$ cat src/rtl/sfs_pkg.sv
package sfs_pkg;

  localparam int NUM_CTRL = 5;
  localparam int NIB_W    = 4;

  localparam int REG_RES  = 0;
  localparam int REG_MUX  = 1;
  localparam int REG_LOW  = 2;
  localparam int REG_AUX  = 3;
  localparam int REG_HIGH = 4;

  localparam logic [3:0] OP_RD_STAT = 4'h1;
  localparam logic [3:0] OP_RD_FLT  = 4'h2;
  localparam logic [3:0] OP_RES     = 4'h3;
  localparam logic [3:0] OP_MUX     = 4'h4;
  localparam logic [3:0] OP_LOW     = 4'h5;
  localparam logic [3:0] OP_AUX     = 4'h6;
  localparam logic [3:0] OP_HIGH    = 4'hA;

  localparam logic [7:0] ERR_BYTE = 8'hFE;

  typedef enum logic [1:0] {
    SEL_ECHO  = 2'd0,
    SEL_STAT  = 2'd1,
    SEL_FAULT = 2'd2,
    SEL_ERR   = 2'd3
  } respSel_e;

  typedef struct packed {
    logic                loadTx;
    logic                shiftBit;
    logic                commit;
    respSel_e            txSel;
    logic [NUM_CTRL-1:0] wrEn;
  } dpStrobes_t;

endpackage

$ cat src/rtl/sfs_sync.sv
module sfs_sync #(
  parameter int WIDTH  = 3,
  parameter int STAGES = 2
) (
  input  logic             clk,
  input  logic             rstN,
  input  logic [WIDTH-1:0] asyncIn,
  output logic [WIDTH-1:0] syncOut
);

  logic [WIDTH-1:0] stageQ [STAGES];

  generate
    for (genvar s = 0; s < STAGES; s++) begin : g_stage
      if (s == 0) begin : g_first
        always_ff @(posedge clk or negedge rstN) begin
          if (!rstN) stageQ[s] <= '0;
          else       stageQ[s] <= asyncIn;
        end
      end else begin : g_next
        always_ff @(posedge clk or negedge rstN) begin
          if (!rstN) stageQ[s] <= '0;
          else       stageQ[s] <= stageQ[s-1];
        end
      end
    end
  endgenerate

  assign syncOut = stageQ[STAGES-1];

endmodule

$ cat src/rtl/sfs_ctrl.sv
module sfs_ctrl
  import sfs_pkg::*;
#(
  parameter int FRAME_BITS = 8
) (
  input  logic                  clk,
  input  logic                  rstN,
  input  logic                  csHigh,
  input  logic                  csRise,
  input  logic                  csFall,
  input  logic                  sclkRise,
  input  logic [FRAME_BITS-1:0] rxByte,
  output dpStrobes_t            str
);

  localparam int CNT_W = $clog2(FRAME_BITS + 1) + 1;
  localparam logic [CNT_W-1:0] CNT_MAX  = '1;
  localparam logic [CNT_W-1:0] CNT_GOOD = CNT_W'(FRAME_BITS);

  logic [CNT_W-1:0] bitCnt;
  logic             frameOpen;
  logic             errPending;
  logic             errSent;
  respSel_e         respSelQ;
  respSel_e         nextSel;
  logic [3:0]       opcode;
  logic [NUM_CTRL-1:0] decWr;

  assign opcode = rxByte[FRAME_BITS-1 -: 4];

  always_comb begin
    decWr   = '0;
    nextSel = SEL_ECHO;
    case (opcode)
      OP_RD_STAT: nextSel = SEL_STAT;
      OP_RD_FLT:  nextSel = SEL_FAULT;
      OP_RES:     decWr[REG_RES]  = 1'b1;
      OP_MUX:     decWr[REG_MUX]  = 1'b1;
      OP_LOW:     decWr[REG_LOW]  = 1'b1;
      OP_AUX:     decWr[REG_AUX]  = 1'b1;
      OP_HIGH:    decWr[REG_HIGH] = 1'b1;
      default:    ;
    endcase
  end

  always_comb begin
    str.loadTx   = csRise;
    str.shiftBit = sclkRise && csHigh && frameOpen;
    str.commit   = csFall && frameOpen && (bitCnt == CNT_GOOD);
    str.txSel    = errPending ? SEL_ERR : respSelQ;
    str.wrEn     = str.commit ? decWr : '0;
  end

  always_ff @(posedge clk or negedge rstN) begin
    if (!rstN) begin
      bitCnt     <= '0;
      frameOpen  <= 1'b0;
      errPending <= 1'b0;
      errSent    <= 1'b0;
      respSelQ   <= SEL_ECHO;
    end else begin
      if (csRise) begin
        bitCnt    <= '0;
        frameOpen <= 1'b1;
        errSent   <= errPending;
      end else if (str.shiftBit) begin
        if (bitCnt != CNT_MAX) bitCnt <= bitCnt + 1'b1;
      end
      if (csFall && frameOpen) begin
        frameOpen <= 1'b0;
        if (str.commit) begin
          respSelQ <= nextSel;
          if (errSent) errPending <= 1'b0;
        end else begin
          errPending <= 1'b1;
        end
      end
    end
  end

  // within a frame the edge count never goes backwards
  p_count_mono_r3: assert property (@(posedge clk) disable iff (!rstN)
    (!csRise) |=> (bitCnt >= $past(bitCnt)));

  // a good frame that carried the error byte leaves no error pending
  p_err_clear_r5: assert property (@(posedge clk) disable iff (!rstN)
    (str.commit && errSent) |=> !errPending);

endmodule

$ cat src/rtl/sfs_datapath.sv
module sfs_datapath
  import sfs_pkg::*;
#(
  parameter int FRAME_BITS  = 8,
  parameter int SYNC_STAGES = 2
) (
  input  logic                  clk,
  input  logic                  rstN,
  input  logic                  csIn,
  input  logic                  sclkIn,
  input  logic                  sdiIn,
  input  logic [5:0]            statusIn,
  input  logic [3:0]            faultIn,
  input  dpStrobes_t            str,
  output logic                  csHigh,
  output logic                  csRise,
  output logic                  csFall,
  output logic                  sclkRise,
  output logic [FRAME_BITS-1:0] rxByte,
  output logic                  sdoOut,
  output logic [NIB_W-1:0]      ctrlReg [NUM_CTRL]
);

  logic [2:0] pinSync;
  logic       csPrev;
  logic       sclkPrev;
  logic       sdiS;
  logic       sclkS;
  logic [FRAME_BITS-1:0] rxShift;
  logic [FRAME_BITS-1:0] txShift;
  logic [FRAME_BITS-1:0] lastRx;
  logic [FRAME_BITS-1:0] txLoadVal;

  sfs_sync #(.WIDTH(3), .STAGES(SYNC_STAGES)) u_sync (
    .clk     (clk),
    .rstN    (rstN),
    .asyncIn ({csIn, sclkIn, sdiIn}),
    .syncOut (pinSync)
  );

  assign csHigh = pinSync[2];
  assign sclkS  = pinSync[1];
  assign sdiS   = pinSync[0];

  always_ff @(posedge clk or negedge rstN) begin
    if (!rstN) begin
      csPrev   <= 1'b0;
      sclkPrev <= 1'b0;
    end else begin
      csPrev   <= csHigh;
      sclkPrev <= sclkS;
    end
  end

  assign csRise   = csHigh && !csPrev;
  assign csFall   = !csHigh && csPrev;
  assign sclkRise = sclkS && !sclkPrev;

  always_comb begin
    case (str.txSel)
      SEL_STAT:  txLoadVal = FRAME_BITS'({2'b00, statusIn});
      SEL_FAULT: txLoadVal = FRAME_BITS'({4'b0000, faultIn});
      SEL_ERR:   txLoadVal = FRAME_BITS'(ERR_BYTE);
      default:   txLoadVal = lastRx;
    endcase
  end

  always_ff @(posedge clk or negedge rstN) begin
    if (!rstN) begin
      rxShift <= '0;
      txShift <= '0;
      lastRx  <= '0;
    end else begin
      if (str.shiftBit) rxShift <= {rxShift[FRAME_BITS-2:0], sdiS};
      if (str.loadTx)        txShift <= txLoadVal;
      else if (str.shiftBit) txShift <= {txShift[FRAME_BITS-2:0], 1'b0};
      if (str.commit) lastRx <= rxShift;
    end
  end

  assign rxByte = rxShift;
  assign sdoOut = txShift[FRAME_BITS-1];

  generate
    for (genvar i = 0; i < NUM_CTRL; i++) begin : g_ctrl
      always_ff @(posedge clk or negedge rstN) begin
        if (!rstN)             ctrlReg[i] <= '0;
        else if (str.wrEn[i])  ctrlReg[i] <= rxShift[NIB_W-1:0];
      end

      // a register moves only when its own write strobe fired
      p_reg_hold_r10: assert property (@(posedge clk) disable iff (!rstN)
        (!str.wrEn[i]) |=> $stable(ctrlReg[i]));
    end
  endgenerate

  // at most one register is written per committed frame
  p_one_write_r9: assert property (@(posedge clk) disable iff (!rstN)
    $onehot0(str.wrEn));

  // the transmit bits move only on a load or a serial clock edge
  p_tx_stable_r2: assert property (@(posedge clk) disable iff (!rstN)
    (!str.loadTx && !str.shiftBit) |=> $stable(txShift));

endmodule

$ cat src/rtl/spi_frame_slave.sv
module spi_frame_slave
  import sfs_pkg::*;
#(
  parameter int FRAME_BITS  = 8,
  parameter int SYNC_STAGES = 2
) (
  input  logic       clk,
  input  logic       rstN,
  input  logic       csIn,
  input  logic       sclkIn,
  input  logic       sdiIn,
  output logic       sdoOut,
  input  logic [5:0] statusIn,
  input  logic [3:0] faultIn,
  output logic [3:0] resMeasSel,
  output logic [3:0] muxSel,
  output logic [3:0] lowSideCtl,
  output logic [3:0] auxCtl,
  output logic [3:0] highSideCtl
);

  dpStrobes_t            str;
  logic                  csHigh;
  logic                  csRise;
  logic                  csFall;
  logic                  sclkRise;
  logic [FRAME_BITS-1:0] rxByte;
  logic [NIB_W-1:0]      ctrlReg [NUM_CTRL];

  sfs_ctrl #(.FRAME_BITS(FRAME_BITS)) u_ctrl (
    .clk      (clk),
    .rstN     (rstN),
    .csHigh   (csHigh),
    .csRise   (csRise),
    .csFall   (csFall),
    .sclkRise (sclkRise),
    .rxByte   (rxByte),
    .str      (str)
  );

  sfs_datapath #(.FRAME_BITS(FRAME_BITS), .SYNC_STAGES(SYNC_STAGES)) u_dp (
    .clk      (clk),
    .rstN     (rstN),
    .csIn     (csIn),
    .sclkIn   (sclkIn),
    .sdiIn    (sdiIn),
    .statusIn (statusIn),
    .faultIn  (faultIn),
    .str      (str),
    .csHigh   (csHigh),
    .csRise   (csRise),
    .csFall   (csFall),
    .sclkRise (sclkRise),
    .rxByte   (rxByte),
    .sdoOut   (sdoOut),
    .ctrlReg  (ctrlReg)
  );

  assign resMeasSel  = ctrlReg[REG_RES];
  assign muxSel      = ctrlReg[REG_MUX];
  assign lowSideCtl  = ctrlReg[REG_LOW];
  assign auxCtl      = ctrlReg[REG_AUX];
  assign highSideCtl = ctrlReg[REG_HIGH];

endmodule

$ cat config.mk
export PLATFORM = sky130hd
export DESIGN_NAME = spi_frame_slave
export DESIGN_NICKNAME = d
export VERILOG_FILES = /design/src/rtl/sfs_pkg.sv /design/src/rtl/sfs_sync.sv /design/src/rtl/sfs_ctrl.sv /design/src/rtl/sfs_datapath.sv /design/src/rtl/spi_frame_slave.sv
export SDC_FILE = /design/constraint.sdc
export NUM_CORES = 1
export LEC_CHECK = 0
export ABC_AREA = 1
export BUFFER_PORTS_ARGS = -buffer_cell sky130_fd_sc_hd__buf_2
export CAP_MARGIN = 10
export CORE_MARGIN = 3
export CORE_UTILIZATION = 57
export CTS_CLUSTER_DIAMETER = 150
export DETAILED_ROUTE_END_ITERATION = 16
export PLACE_DENSITY = 0.89
export REMOVE_ABC_BUFFERS = 1
export SETUP_SLACK_MARGIN = 0.2
export SYNTH_ARGS = -nofsm -noshare
export SYNTH_HDL_FRONTEND = slang
export SYNTH_SLANG_ARGS = --single-unit
$ cat constraint.sdc
create_clock -name clk -period 1.65 [get_ports clk]
set_input_delay 0.33 -clock clk [delete_from_list [all_inputs] [get_ports clk]]
set_output_delay 0.33 -clock clk [all_outputs]
set_load 0.02 [all_outputs]
==> run metrics <==
Pwr Total=between 0.003 and 0.004 W; Critical Path AT=~1700 ps; Mapped Area=about 2800 sq um; worst slack, placed=58.1 ps; Seq cells post-synth=62; Max Freq=between 600 and 700 MHz; minimum clock period=1480 ps; number of synthesis warnings=0; clk_lat worst skew=roughly 340 ps; largest area contributor in the netlist=dfrtp_1; Mapped Cells=334; relative slew slack=0.790; r2r startpoint=u_ctrl.bitCnt[0]; wire per inst=14.3 um; drt first pass iters=4; WP buf/inv=2; period utilisation layout=0.895; unrepaired setup endpoints after global routing=true; first-pass GRT wire length=approximately 11000 um; Psw=0.00132 W; Cell Rows=24; largest net degree at the start of global routing=63; vias in the first global route=between 2000 and 2500; DRT Wirelength=6590 um; RD Place Congestion=0.835; drc violations=0; logic gate share of total power=0.200; fill cell count=340; share of the synthesized area in the top cell type=0.552; initial antenna violation count=0; Die Wd=76.2 um; status=finished, final reports clean; CP top delay family=simple AND/OR/NAND/NOR gates; critical path class=flop to flop; share of layout cells above drive strength 1=0.262; launch point of the worst path=u_ctrl.bitCnt[0]; sw frac=0.344; maximum VDD drop=around 660 uV; antenna cell count=0; area of the die=a little under 6000 sq um; Bufs on Longest Clock Path=2; Setup violations, final=0; H-tree depth=3; Root Driver=clkbuf_8; post-DR vias/cell=between 5 and 6; TritonCTS clock tree=done; type of the tightest min-delay check=input pin to flop; First DRT Iteration DRCs=roughly 190; CTS buffer count=9; Synth-to-Final Area Change=22.1%; CP endpoint kind=flop; Critical Path Fanout Max=9; Avg Cell Area, Syn=~8.4 sq um; vias after detailed routing=2400; I/O pins=36; total negative slack=0 ps; slowest cell on the critical path=dfrtp_1; sequential share of power=0.494; Critical Path RT=approximately 1900 ps; port bufs=35; register area share after synthesis=0.552; Layout Skew=about 7.5 ps; # clock sinks=slightly above 60; r2r setup slk=between 150 and 200 ps; fin. max-slew vios=0; GRT Util Overall=0.228; # Max-Cap Violations=0; Worst Slack Setup Final=174 ps; Slew @ Worst Pin=roughly 320 ps; min-delay src=sdiIn; Final Hold Viols=0; critical path, cell by cell=inv_1 > ha_1 > nand2_2 > nor2_8 > buf_4 > nand2_4 > nand2_1 > o21ai_1; final core occ=0.752; die height=76.2 um; Pint=approximately 0.0025 W; Core Area=about 4600 sq um; Power Dens Cells=around 1100 nW/um^2; Starting Density=0.616; Congestion Overflow GR=0; Clock transition at path regs=approximately 70 ps; Yosys cell types=22; clock share of power=0.306; HPWL Detailed=between 4000 and 5000 um; critical path startpoint category=flop; Post-DRT Antenna Nets=0; largest stage delay on the critical path=between 400 and 500 ps; P_leak=about 1.8 nW; NumNets Final=just over 400; top cells by area, synth=dfrtp_1 (55%), nand2_1 (16%), nand3_1 (9.3%)
[synthesized netlist by cell type]
library cell	number
buf_12	2
buf_2	4
buf_6	1
clkbuf_1	1
clkinv_1	1
clkinv_4	1
dfrtp_1	62
ha_1	3
inv_1	29
inv_2	4
nand2_1	120
nand2_2	2
nand2_8	1
nand3_1	52
nand3_2	1
nand4_1	2
nor2_1	14
nor2_2	5
nor2_8	1
nor3_1	1
o21ai_0	19
o21ai_1	8
[sequential cells by signal (all words and copies together) (netlist names)]
| signal | cells |
|---|---|
| u_dp.ctrlReg | 20 |
| u_ctrl.errSent | 1 |
| u_ctrl.respSelQ | 2 |
| u_ctrl.errPending | 1 |
| u_dp.sclkPrev | 1 |
| u_dp.lastRx | 8 |
| u_ctrl.frameOpen | 1 |
| u_dp.u_sync.syncOut | 3 |
| u_dp.u_sync.stageQ | 3 |
| u_ctrl.bitCnt | 5 |
| u_dp.csPrev | 1 |
| u_dp.txShift | 8 |
| u_dp.rxByte | 8 |
[metrics by stage]
step	hold WS, ps	instance area, sq um	instances
floorplan	34.4	2740	326
global placement	333	3050	432
detailed placement	340	3050	432
CTS	80.8	3280	451
global route	75.0	3430	462
finish	89.4	3430	462
[timing repair]
item	4_1_cts	5_1_grt
cloned	0	3
endpoints found under the hold margin	18	0
gates resized for setup	6	19
pin swaps	1	8
setup buffers	2	8
endpoints found under the setup margin	27	46
hold buffers	1	0
[per-layer routing]
layer	wire length, um	vias to the layer above	global-route usage	part of all wire
met2	3290	75	0.369	0.50
met4	153	0	0.0851	0.023
met1	2740	1133	0.290	0.42
li1	-	1175	-	-
met3	398	17	0.0697	0.060
met5	0	-	0	0
[cell families after synthesis]
family          Yosys count  synth area share
flops                    62             0.552
fa+ha+maj                 3            0.0134
simple gates            199             0.311
compound gates           27            0.0481
buf+inv                  43            0.0752
[cells in the final DEF, fill, tap and decap left out, types with 7 or more instances in the layout]
master      n
nand2_1   114
clkbuf_8    9
nor2_2      7
inv_1      27
nor2_1     12
nand3_1    47
buf_4      15
o21ai_1     7
buf_2      35
dfrtp_1    62
o21ai_0    18
nand2_2     7
[power groups by stage]
stage	clock, W	combinational, W	sequential (W)
global placement	0	0.000602	0.00190
finish	0.00118	0.000768	0.00190
CTS	0.00119	0.000677	0.00188
floorplan	0	0.000449	0.00186
global route	0.00126	0.000870	0.00192
detailed placement	0	0.000632	0.00192
[area by class of cell]
cell class	count	area, sq um	share of cell area
clock buffer	9	124	0.0361
clock inverter	7	50.0	0.0146
inverter	35	148	0.0430
multi-input combinational	231	1150	0.335
sequential	62	1550	0.452
tap	65	81.3	0.0237
timing repair buffer	52	318	0.0926
timing repair inverter	1	11.3	0.00328
[path summary, 6_finish.rpt]
| kind | depth (start not counted) | endpoint |
|---|---|---|
| min in group asynchronous | 3 | u_dp.txShift[1] |
| min reg2reg | 0 | u_dp.u_sync.syncOut[1] |
| max reg2reg | 8 | u_dp.lastRx[7] |
| max in group asynchronous | 3 | u_ctrl.frameOpen |
| max | 8 | u_dp.lastRx[7] |
| min | 1 | u_dp.u_sync.stageQ[3] |
Note: power is estimated with default switching activity, not from simulation.
